File: config.mk
export PLATFORM = sky130hd
export DESIGN_NAME = coherent_cmd_queue
export DESIGN_NICKNAME = d
export VERILOG_FILES = /design/src/rtl/ocq_pkg.sv /design/src/rtl/ocq_order_rule.sv /design/src/rtl/ocq_slot_picker.sv /design/src/rtl/coherent_cmd_queue.sv
export SDC_FILE = /design/constraint.sdc
export NUM_CORES = 1
export LEC_CHECK = 0
export BUFFER_PORTS_ARGS = -buffer_cell sky130_fd_sc_hd__buf_2
export CORE_MARGIN = 5
export CORE_UTILIZATION = 45
export DETAILED_ROUTE_END_ITERATION = 7
export GPL_TIMING_DRIVEN = 0
export MAX_ROUTING_LAYER = met4
export PLACE_DENSITY_LB_ADDON = 0.15
export SLEW_MARGIN = 20
export SYNTH_ARGS = -nofsm -noshare
export SYNTH_HDL_FRONTEND = slang
export SYNTH_HIERARCHICAL = 1
export SYNTH_SLANG_ARGS = --single-unit
export TNS_END_PERCENT = 100
File: constraint.sdc
create_clock -name clk -period 4.9 [get_ports clk]
set_input_delay 0.735 -clock clk [delete_from_list [all_inputs] [get_ports clk]]
set_output_delay 0.735 -clock clk [all_outputs]
set_load 0.005 [all_outputs]
File: src/rtl/ocq_pkg.sv
// Shared widths and the stored command record for the coherent command queue.
package ocq_pkg;
    parameter int PRI_W  = 2;
    parameter int PORT_W = 2;
    parameter int THR_W  = 2;
    parameter int CS_W   = 1;
    parameter int BANK_W = 2;
    parameter int ROW_W  = 4;

    typedef struct packed {
        logic              wr;
        logic [PRI_W-1:0]  pri;
        logic [PORT_W-1:0] port;
        logic [THR_W-1:0]  thr;
        logic [CS_W-1:0]   cs;
        logic [BANK_W-1:0] bank;
        logic [ROW_W-1:0]  row;
    } ocq_cmd_t;
endpackage

File: src/rtl/ocq_order_rule.sv
// Compares one stored entry against the incoming command.
// must_follow: the newcomer may not be placed ahead of this entry.
// yields: the entry is strictly less urgent than the newcomer.
// Assumes the caller masks both outputs with the entry's occupancy.
module ocq_order_rule
    import ocq_pkg::*;
(
    input  ocq_cmd_t entry,
    input  ocq_cmd_t incoming,
    input  logic     addr_check_en,
    output logic     must_follow,
    output logic     yields
);
    logic same_addr;
    logic same_port;
    logic same_src;

    // Decide the ordering relation between the entry and the newcomer.
    always_comb begin
        same_addr   = (entry.cs == incoming.cs) && (entry.bank == incoming.bank)
                      && (entry.row == incoming.row);
        same_port   = (entry.port == incoming.port);
        same_src    = same_port && (entry.thr == incoming.thr);
        must_follow = (addr_check_en && same_addr)
                      || (!entry.wr && !incoming.wr && same_src)
                      || (entry.wr && incoming.wr && same_port);
        yields      = (entry.pri > incoming.pri);
    end
endmodule

File: src/rtl/ocq_slot_picker.sv
// Picks the insertion index for a new command. The last occupied entry that
// must be followed sets a floor. At or behind the floor, the first less
// urgent entry is displaced. With none, the command goes to the tail.
// Assumes live[] is a thermometer code of the queue occupancy.
module ocq_slot_picker #(
    parameter int DEPTH = 8,
    localparam int CNT_W = $clog2(DEPTH + 1)
) (
    input  logic [DEPTH-1:0] live,
    input  logic [DEPTH-1:0] follow,
    input  logic [DEPTH-1:0] yields,
    input  logic [CNT_W-1:0] fill,
    output logic [CNT_W-1:0] pos
);
    logic [CNT_W-1:0] floor_idx;
    logic             found;

    // Scan for the barrier and then for the first displaced entry behind it.
    always_comb begin
        floor_idx = '0;
        for (int j = 0; j < DEPTH; j++) begin
            if (live[j] && follow[j]) floor_idx = CNT_W'(j + 1);
        end
        pos   = fill;
        found = 1'b0;
        for (int i = 0; i < DEPTH; i++) begin
            if (!found && live[i] && (CNT_W'(i) >= floor_idx) && yields[i]) begin
                pos   = CNT_W'(i);
                found = 1'b1;
            end
        end
    end
endmodule

File: src/rtl/coherent_cmd_queue.sv
// Sorted memory command queue with coherency and per-source ordering.
// Entry 0 is the head and is issued next. A new command is written into its
// slot, and the entries behind it shift down one position in the same cycle.
// When a pop and a push coincide, placement is computed on the queue as it
// stands after the pop. Assumes the scheduler samples the iss_* fields only
// while iss_valid is high.
module coherent_cmd_queue
    import ocq_pkg::*;
#(
    parameter int DEPTH = 8
) (
    input  logic              clk,
    input  logic              rst_n,
    input  logic              addr_check_en,
    input  logic              cmd_valid,
    output logic              cmd_ready,
    input  logic              cmd_wr,
    input  logic [PRI_W-1:0]  cmd_pri,
    input  logic [PORT_W-1:0] cmd_port,
    input  logic [THR_W-1:0]  cmd_thread,
    input  logic [CS_W-1:0]   cmd_cs,
    input  logic [BANK_W-1:0] cmd_bank,
    input  logic [ROW_W-1:0]  cmd_row,
    output logic              iss_valid,
    input  logic              iss_ready,
    output logic              iss_wr,
    output logic [PRI_W-1:0]  iss_pri,
    output logic [PORT_W-1:0] iss_port,
    output logic [THR_W-1:0]  iss_thread,
    output logic [CS_W-1:0]   iss_cs,
    output logic [BANK_W-1:0] iss_bank,
    output logic [ROW_W-1:0]  iss_row,
    output logic [$clog2(DEPTH+1)-1:0] occupancy,
    output logic              full,
    output logic              empty
);
    localparam int CNT_W = $clog2(DEPTH + 1);

    ocq_cmd_t         slots [DEPTH];
    ocq_cmd_t         view  [DEPTH];
    ocq_cmd_t         nxt   [DEPTH];
    ocq_cmd_t         incoming;
    logic [CNT_W-1:0] count;
    logic [CNT_W-1:0] fill;
    logic [CNT_W-1:0] pos;
    logic [DEPTH-1:0] live;
    logic [DEPTH-1:0] follow;
    logic [DEPTH-1:0] yields;
    logic             pop;
    logic             accept;

    // Pack the incoming command and derive the handshake events.
    always_comb begin
        incoming.wr   = cmd_wr;
        incoming.pri  = cmd_pri;
        incoming.port = cmd_port;
        incoming.thr  = cmd_thread;
        incoming.cs   = cmd_cs;
        incoming.bank = cmd_bank;
        incoming.row  = cmd_row;
        cmd_ready     = (count != CNT_W'(DEPTH));
        accept        = cmd_valid && cmd_ready;
        pop           = iss_ready && (count != '0);
        fill          = count - CNT_W'(pop);
    end

    genvar g;
    generate
        for (g = 0; g < DEPTH; g++) begin : g_slot
            // Contents seen by the insertion logic, with the head already removed on a pop.
            if (g < DEPTH - 1) begin : g_mid
                assign view[g] = pop ? slots[g+1] : slots[g];
            end else begin : g_last
                assign view[g] = pop ? ocq_cmd_t'('0) : slots[g];
            end

            assign live[g] = (CNT_W'(g) < fill);

            ocq_order_rule u_rule (
                .entry         (view[g]),
                .incoming      (incoming),
                .addr_check_en (addr_check_en),
                .must_follow   (follow[g]),
                .yields        (yields[g])
            );

            // Next contents: keep, take the newcomer, or take the neighbour above.
            if (g == 0) begin : g_head
                assign nxt[g] = (accept && pos == '0) ? incoming : view[g];
            end else begin : g_body
                assign nxt[g] = !accept              ? view[g]
                              : (CNT_W'(g) < pos)    ? view[g]
                              : (CNT_W'(g) == pos)   ? incoming
                              :                        view[g-1];
            end
        end
    endgenerate

    ocq_slot_picker #(.DEPTH(DEPTH)) u_pick (
        .live   (live),
        .follow (follow),
        .yields (yields),
        .fill   (fill),
        .pos    (pos)
    );

    // Register the shifted contents and the occupancy.
    always_ff @(posedge clk) begin
        if (!rst_n) begin
            count <= '0;
            for (int i = 0; i < DEPTH; i++) slots[i] <= '0;
        end else begin
            count <= fill + CNT_W'(accept);
            for (int i = 0; i < DEPTH; i++) slots[i] <= nxt[i];
        end
    end

    // Present the head and the status flags.
    always_comb begin
        iss_valid  = (count != '0);
        iss_wr     = slots[0].wr;
        iss_pri    = slots[0].pri;
        iss_port   = slots[0].port;
        iss_thread = slots[0].thr;
        iss_cs     = slots[0].cs;
        iss_bank   = slots[0].bank;
        iss_row    = slots[0].row;
        occupancy  = count;
        full       = (count == CNT_W'(DEPTH));
        empty      = (count == '0);
    end

    assert_full_blocks_R9: assert property (@(posedge clk) disable iff (!rst_n)
        full |-> !cmd_ready);

    assert_no_overflow_R9: assert property (@(posedge clk) disable iff (!rst_n)
        occupancy <= CNT_W'(DEPTH));

    assert_empty_no_issue_R11: assert property (@(posedge clk) disable iff (!rst_n)
        empty |-> !iss_valid);

    assert_swap_keeps_depth_R10: assert property (@(posedge clk) disable iff (!rst_n)
        (cmd_valid && cmd_ready && iss_ready && iss_valid) |=> $stable(occupancy));

    assert_idle_head_stable_R11: assert property (@(posedge clk) disable iff (!rst_n)
        (iss_valid && !iss_ready && !cmd_valid) |=>
            ($stable(iss_row) && $stable(iss_pri) && $stable(iss_port) && $stable(occupancy)));

    assert_insert_in_range_R2: assert property (@(posedge clk) disable iff (!rst_n)
        accept |-> (pos <= fill));
endmodule

* Yosys cells after proc, flatten, opt, wreduce, memory -nomap -nowiden
Memory sizes are Yosys's and may differ from the RTL's.
Index checks and enable logic that the tools add are counted.
Widths: inputs -> output; s select.
** Word-level totals
- Word-level logic and storage cells :: 288
- Memories kept :: 1
- Memory bits (writable) :: 112
- Output and inout port bits :: 22
- Flip-flop bits (word level) :: 4
** Memories
- slots :: words 8, bits a word 14, read ports 8, clocked after memory_dff 0, wr ports 8, RTL line coherent_cmd_queue.sv:39 : ocq_cmd_t slots [DEPTH];
** Cells by class
- Bitwise logic cells :: 8
- Equality and inequality tests :: 49
- Muxes and demuxes :: 63
- Magnitude comparators :: 31
- Reduce and logical (&&, ||, !) cells :: 133
- $add $sub $neg :: 2
** Operators by type and width (count)
- $mux 14 :: 38
- $logic_and 1x1->1 :: 98
- $mux 4 :: 15
- $eq 2x2->1 :: 24
- $eq 4x4->1 :: 8
- $lt 3x4->1 const A :: 8
- $eq 3x4->1 const A :: 4
- $ge 3x4->1 const A :: 4
- $gt 2x2->1 :: 8
- $logic_not 1->1 :: 16
- $logic_or 1x1->1 :: 16
- $lt 2x4->1 const A :: 4
- $lt 1x4->1 const A :: 3
- $mux 1 :: 10
- $eq 1x1->1 :: 8
- $eq 2x4->1 const A :: 2
- $ge 1x4->1 const A :: 2
- $ge 2x4->1 const A :: 2
- $logic_not 4->1 :: 2
- $or 1x1->1 :: 8
- $add 4x1->4 :: 1
- $eq 1x4->1 const A :: 1
- $eq 4x4->1 const B :: 1
- $ne 4x4->1 const B :: 1
- other kinds (2) :: 2

* Depth between registers and ports, before layout
- Word-level depth :: 62
- Mapped depth :: 24
- Gate-level depth less buffers :: 18

* Modules after synthesis
Netlist, hierarchy kept.
** Modules (own cells, without submodules)
- coherent_cmd_queue :: area each 6536.3 µm², cells an instance 747, times used 1, sequential area each 2322.2 µm²
- ocq_order_rule :: area each 180.2 µm², cells an instance 24, times used 8, sequential area each 0.0 µm²
- ocq_slot_picker :: area each 292.8 µm², cells an instance 46, times used 1, sequential area each 0.0 µm²

* Least setup slack after synthesis
OpenSTA, ideal clock, no wires.
- Path kind :: reg2reg
- Start point :: register count[1] (netlist: occupancy[1])
- End point :: memory slots[0][32] (netlist name)
- Library setup time :: 134 ps
- Stages on the path, launching flop included :: 23
- Setup slack :: -218 ps
- Data required time :: 4766 ps
- Arrival :: 4985 ps
- Period minus slack after synthesis :: 5118 ps
- Cell sequence :: dfxtp_1 -> o41ai_4 -> buf_4 -> buf_4 -> buf_2 -> inv_1 -> buf_2 -> ha_1 -> nor3b_1 -> xnor2_1 -> and2_1 -> o21ai_0 -> and2_4 -> a311o_1 -> nor2b_1 -> o32a_1 -> o32a_1 -> a32o_1 -> nand2b_1 -> nor3_2 -> buf_2 -> mux2i_1 -> o22ai_1
** RTL lines
- from (decl) :: RTL line coherent_cmd_queue.sv:43 : logic [CNT_W-1:0] count;
- from (signal assigned) :: RTL line coherent_cmd_queue.sv:113 : count <= fill + CNT_W'(accept);
- to (decl) :: RTL line coherent_cmd_queue.sv:39

==> flow_metrics.py <==
metrics = {
    "logic_synthesis": {
        "async_reset_ff_frac": 0,
        "synth_edf_count": 0,
        "synth_flop_cell": "dfxtp_1",
        "synth_top_area_frac": 0.281,
        "syn_nets": 1024,
        "synthTopCellsByArea": "dfxtp_1, mux2i_1, xnor2_1",
        "avgSynthCellArea_sq_um": 8.40,
        "ys_ff_latch": 116,
        "ys_types": 62,
        "syn-cell-area_sq_mm": 0.00827,
        "synth_largest_area_cell": "dfxtp_1",
        "syn-instance-count": 985,
        "ys_seq_area_frac": 0.281,
        "yosys_warnings": 6,
    },
    "clock_tree": {
        "clock_sinks": 116,
        "tritoncts": "built",
        "postCtsHoldBufs": 0,
        "clk_path_buf_depth": 2,
        "cts.root.buffer_cell": "clkbuf_16",
        "path_clk_slew_ps": 60,
        "h-tree-depth": 4,
        "clock_latency_ps": 430,
        "cts_inserted_buffers": 17,
    },
    "global_route": {
        "grt.met2_usage": 0.375,
        "grtUsageTotal": 0.241,
        "grtUsageMet1": 0.317,
        "grt_pass1_vias": 7250,
        "grt_max_degree": 18,
        "grt_remaining_overflow": 0,
        "grt_pass1_wl_mm": 39.9,
        "busiest_layer": "met2",
        "met3_usage": 0.0386,
        "antenna_found_initial": 0,
    },
    "critical_path": {
        "critPathKind": "flop to flop",
        "crit_arrival_ps": 5150,
        "crit_top_cell": "buf_6",
        "critPathTopFamily": "compound AO/OA/AOI/OAI gates",
        "crit_buf_inv": 3,
        "cp-end-kind": "flop",
        "crit_chain": "o41ai_4 > buf_6 > buf_6 > mux2_2 > xor2_1 > a211o_1 > o22ai_4 > nand2_2 > a311o_1 > nor2b_4 > o32a_1 > o32a_1 > a32o_2 > nand2b_4 > nor3_4 > buf_6 > mux2i_1 > o22ai_1",
        "cp-start-kind": "flop",
        "slowest_delay_ps": 500,
        "cp.required_ps": 5210,
        "path_max_fanout": 10,
        "slowest_stage": "o41ai_4",
    },
    "layout": {
        "syn_to_final_growth_pct": 24.4,
        "fin_area_sq_mm": 0.0103,
        "final_nets": 1121,
        "num_antenna_cells": 0,
        "drive_above_1_share": 0.272,
    },
    "power": {
        "peakVddDrop_uv": 637,
        "pwr-share-comb": 0.660,
        "switchingPower_mw": 3.57,
        "p_int_mw": 4.50,
        "power.density_mw_per_mm2": 785,
        "seqPwrFrac": 0.172,
        "cellLeakagePower_nw": 4.63,
        "power.share.clock": 0.167,
        "switching_share": 0.442,
    },
    "min_path": {
        "hold_class": "flop to flop",
    },
    "detailed_routing": {
        "wl_per_cell_um": 19.2,
        "routed_wl_mm": 25.4,
        "dr.pass1.iters": 5,
        "drtIter0Drc": 311,
        "drc": 0,
        "postRouteAntennaNets": 0,
        "vias": 7342,
        "vias_per_cell": 5.55,
    },
    "timing": {
        "whs_ps": 475,
        "hold_viol": 0,
        "fin_skew_ps": 9.77,
        "post-route-min-period_ps": 4840,
        "setup_viol": 0,
        "max_slew_margin": 0.537,
        "fin_crit_sh": 0.989,
        "timing.fmax_mhz": 206,
        "rsz0062_at_grt": "yes",
        "worstMarginPinSlew_ps": 695,
        "drv_slew": 0,
    },
    "floorplan": {
        "io_pins": 41,
        "dieArea_sq_mm": 0.0212,
        "start_util": 0.459,
        "fp.dieH_um": 146,
        "rows": 49,
        "core_sq_mm": 0.0180,
        "die_x_um": 146,
    },
    "place": {
        "place_area_sq_mm": 0.00882,
        "portBuffers": 39,
        "hpwlAfterDp_mm": 19.3,
        "place_congestion": 0.897,
    },
    "run_status": {
        "status": "complete, no violations",
    },
    "job": {
        "drv_cap": 0,
    },
}
==> power groups by stage <==
stage | Sequential, mW | Combinational [mW] | Clock, mW
floorplan | 1.33 | 3.29 | 0
global placement | 1.38 | 4.17 | 0
detailed placement | 1.39 | 4.21 | 0
CTS | 1.37 | 4.84 | 1.36
global route | 1.42 | 5.74 | 1.41
finish | 1.39 | 5.33 | 1.35
==> worst paths after layout <==
check	slack [ps]	startpoint	end	depth (start not counted)
worst min-delay path	480	slots[0][110]	slots[0][110]	2
worst max register to register	60	occupancy[2]	slots[0][36]	18
worst max-delay path	60	occupancy[2]	slots[0][36]	18
worst min register to register	480	slots[0][110]	slots[0][110]	2
==> tightest hold or removal path, cell delays in order (launching register included) <==
cell,delay (ps)
dfxtp_1,320
nand2_1,50
o21ai_0,60
==> Yosys cell counts, types with 23 or more instances <==
cell	count
o21ai_0	53
inv_1	110
xnor2_1	75
a21oi_1	61
clkbuf_1	27
o22ai_1	60
mux2i_1	88
dfxtp_1	116
nand2_1	46
buf_2	23
mux2_2	56
nor2_1	27
==> per-stage QoR <==
stage	setup WS (ps)	total power, mW	std cells	util	TNS (ps)
after floorplan	40.9	4.62	985	-	0
after global placement	-1250	5.56	1253	0.489	-106290
after detailed placement	-1260	5.60	1253	0.489	-107400
after CTS	11.0	7.57	1303	0.547	0
after global routing	-73.3	8.58	1324	0.571	-1850
final	55.8	8.07	1324	0.571	0
==> flip-flops by register name, summed over array words and instances (netlist names) <==
register   count
slots        112
occupancy      4
==> final cells by class <==
cell class / count / area (sq um)
Fill cell: 1687 / 7740
Buffer: 72 / 547
Tap cell: 229 / 287
Multi-Input combinational cell: 682 / 5520
Clock buffer: 20 / 457
Sequential cell: 116 / 2330
Clock inverter: 12 / 179
Timing Repair Buffer: 82 / 544
Inverter: 111 / 419
==> routing by layer <==
metal	up-vias	part of all wire
met4	0	0.025
met3	36	0.037
met2	182	0.47
li1	3688	-
met5	-	0
met1	3436	0.46
==> cells in the final DEF, fill, tap and decap left out, types with 4 or more instances in the layout <==
| cell type | instances |
|---|---|
| dfxtp_1 | 113 |
| inv_1 | 107 |
| mux2i_1 | 80 |
| xnor2_1 | 72 |
| a21oi_1 | 58 |
| mux2_2 | 56 |
| buf_4 | 54 |
| o22ai_1 | 52 |
| buf_2 | 44 |
| o21ai_0 | 44 |
| nand2_1 | 41 |
| nor2_1 | 22 |
| buf_6 | 18 |
| ha_1 | 18 |
| nand3_1 | 17 |
| nand4_1 | 17 |
| xor2_1 | 17 |
| clkbuf_16 | 17 |
| clkbuf_1 | 16 |
| a2bb2oi_1 | 14 |
| o211a_1 | 14 |
| and2_1 | 13 |
| a32oi_1 | 12 |
| nand2b_1 | 12 |
| o21ai_1 | 9 |
| a211o_1 | 8 |
| o22ai_2 | 7 |
| a31oi_1 | 7 |
| clkbuf_4 | 6 |
| mux2i_2 | 6 |
| buf_1 | 6 |
| clkinvlp_4 | 6 |
| nand2_2 | 5 |
| nand4b_1 | 5 |
| clkbuf_2 | 4 |
| bufinv_16 | 4 |
==> cells by family (layout without fill, tap and decap cells) <==
group	after synthesis	count (layout)	share of synthesized area
compound gates	256	256	0.201
xor+xnor	92	92	0.0974
fa+ha+maj	20	20	0.0303
buf+inv	187	297	0.0962
flops	116	116	0.281
mux	144	144	0.183
simple gates	170	170	0.111
==> what timing repair did <==
item	CTS	global route
gates cloned	1	0
resized for setup	79	78
endpoints found under the setup margin	112	112
pin swaps	14	29
setup buffers	19	24
(Power assumes the default switching activity.)
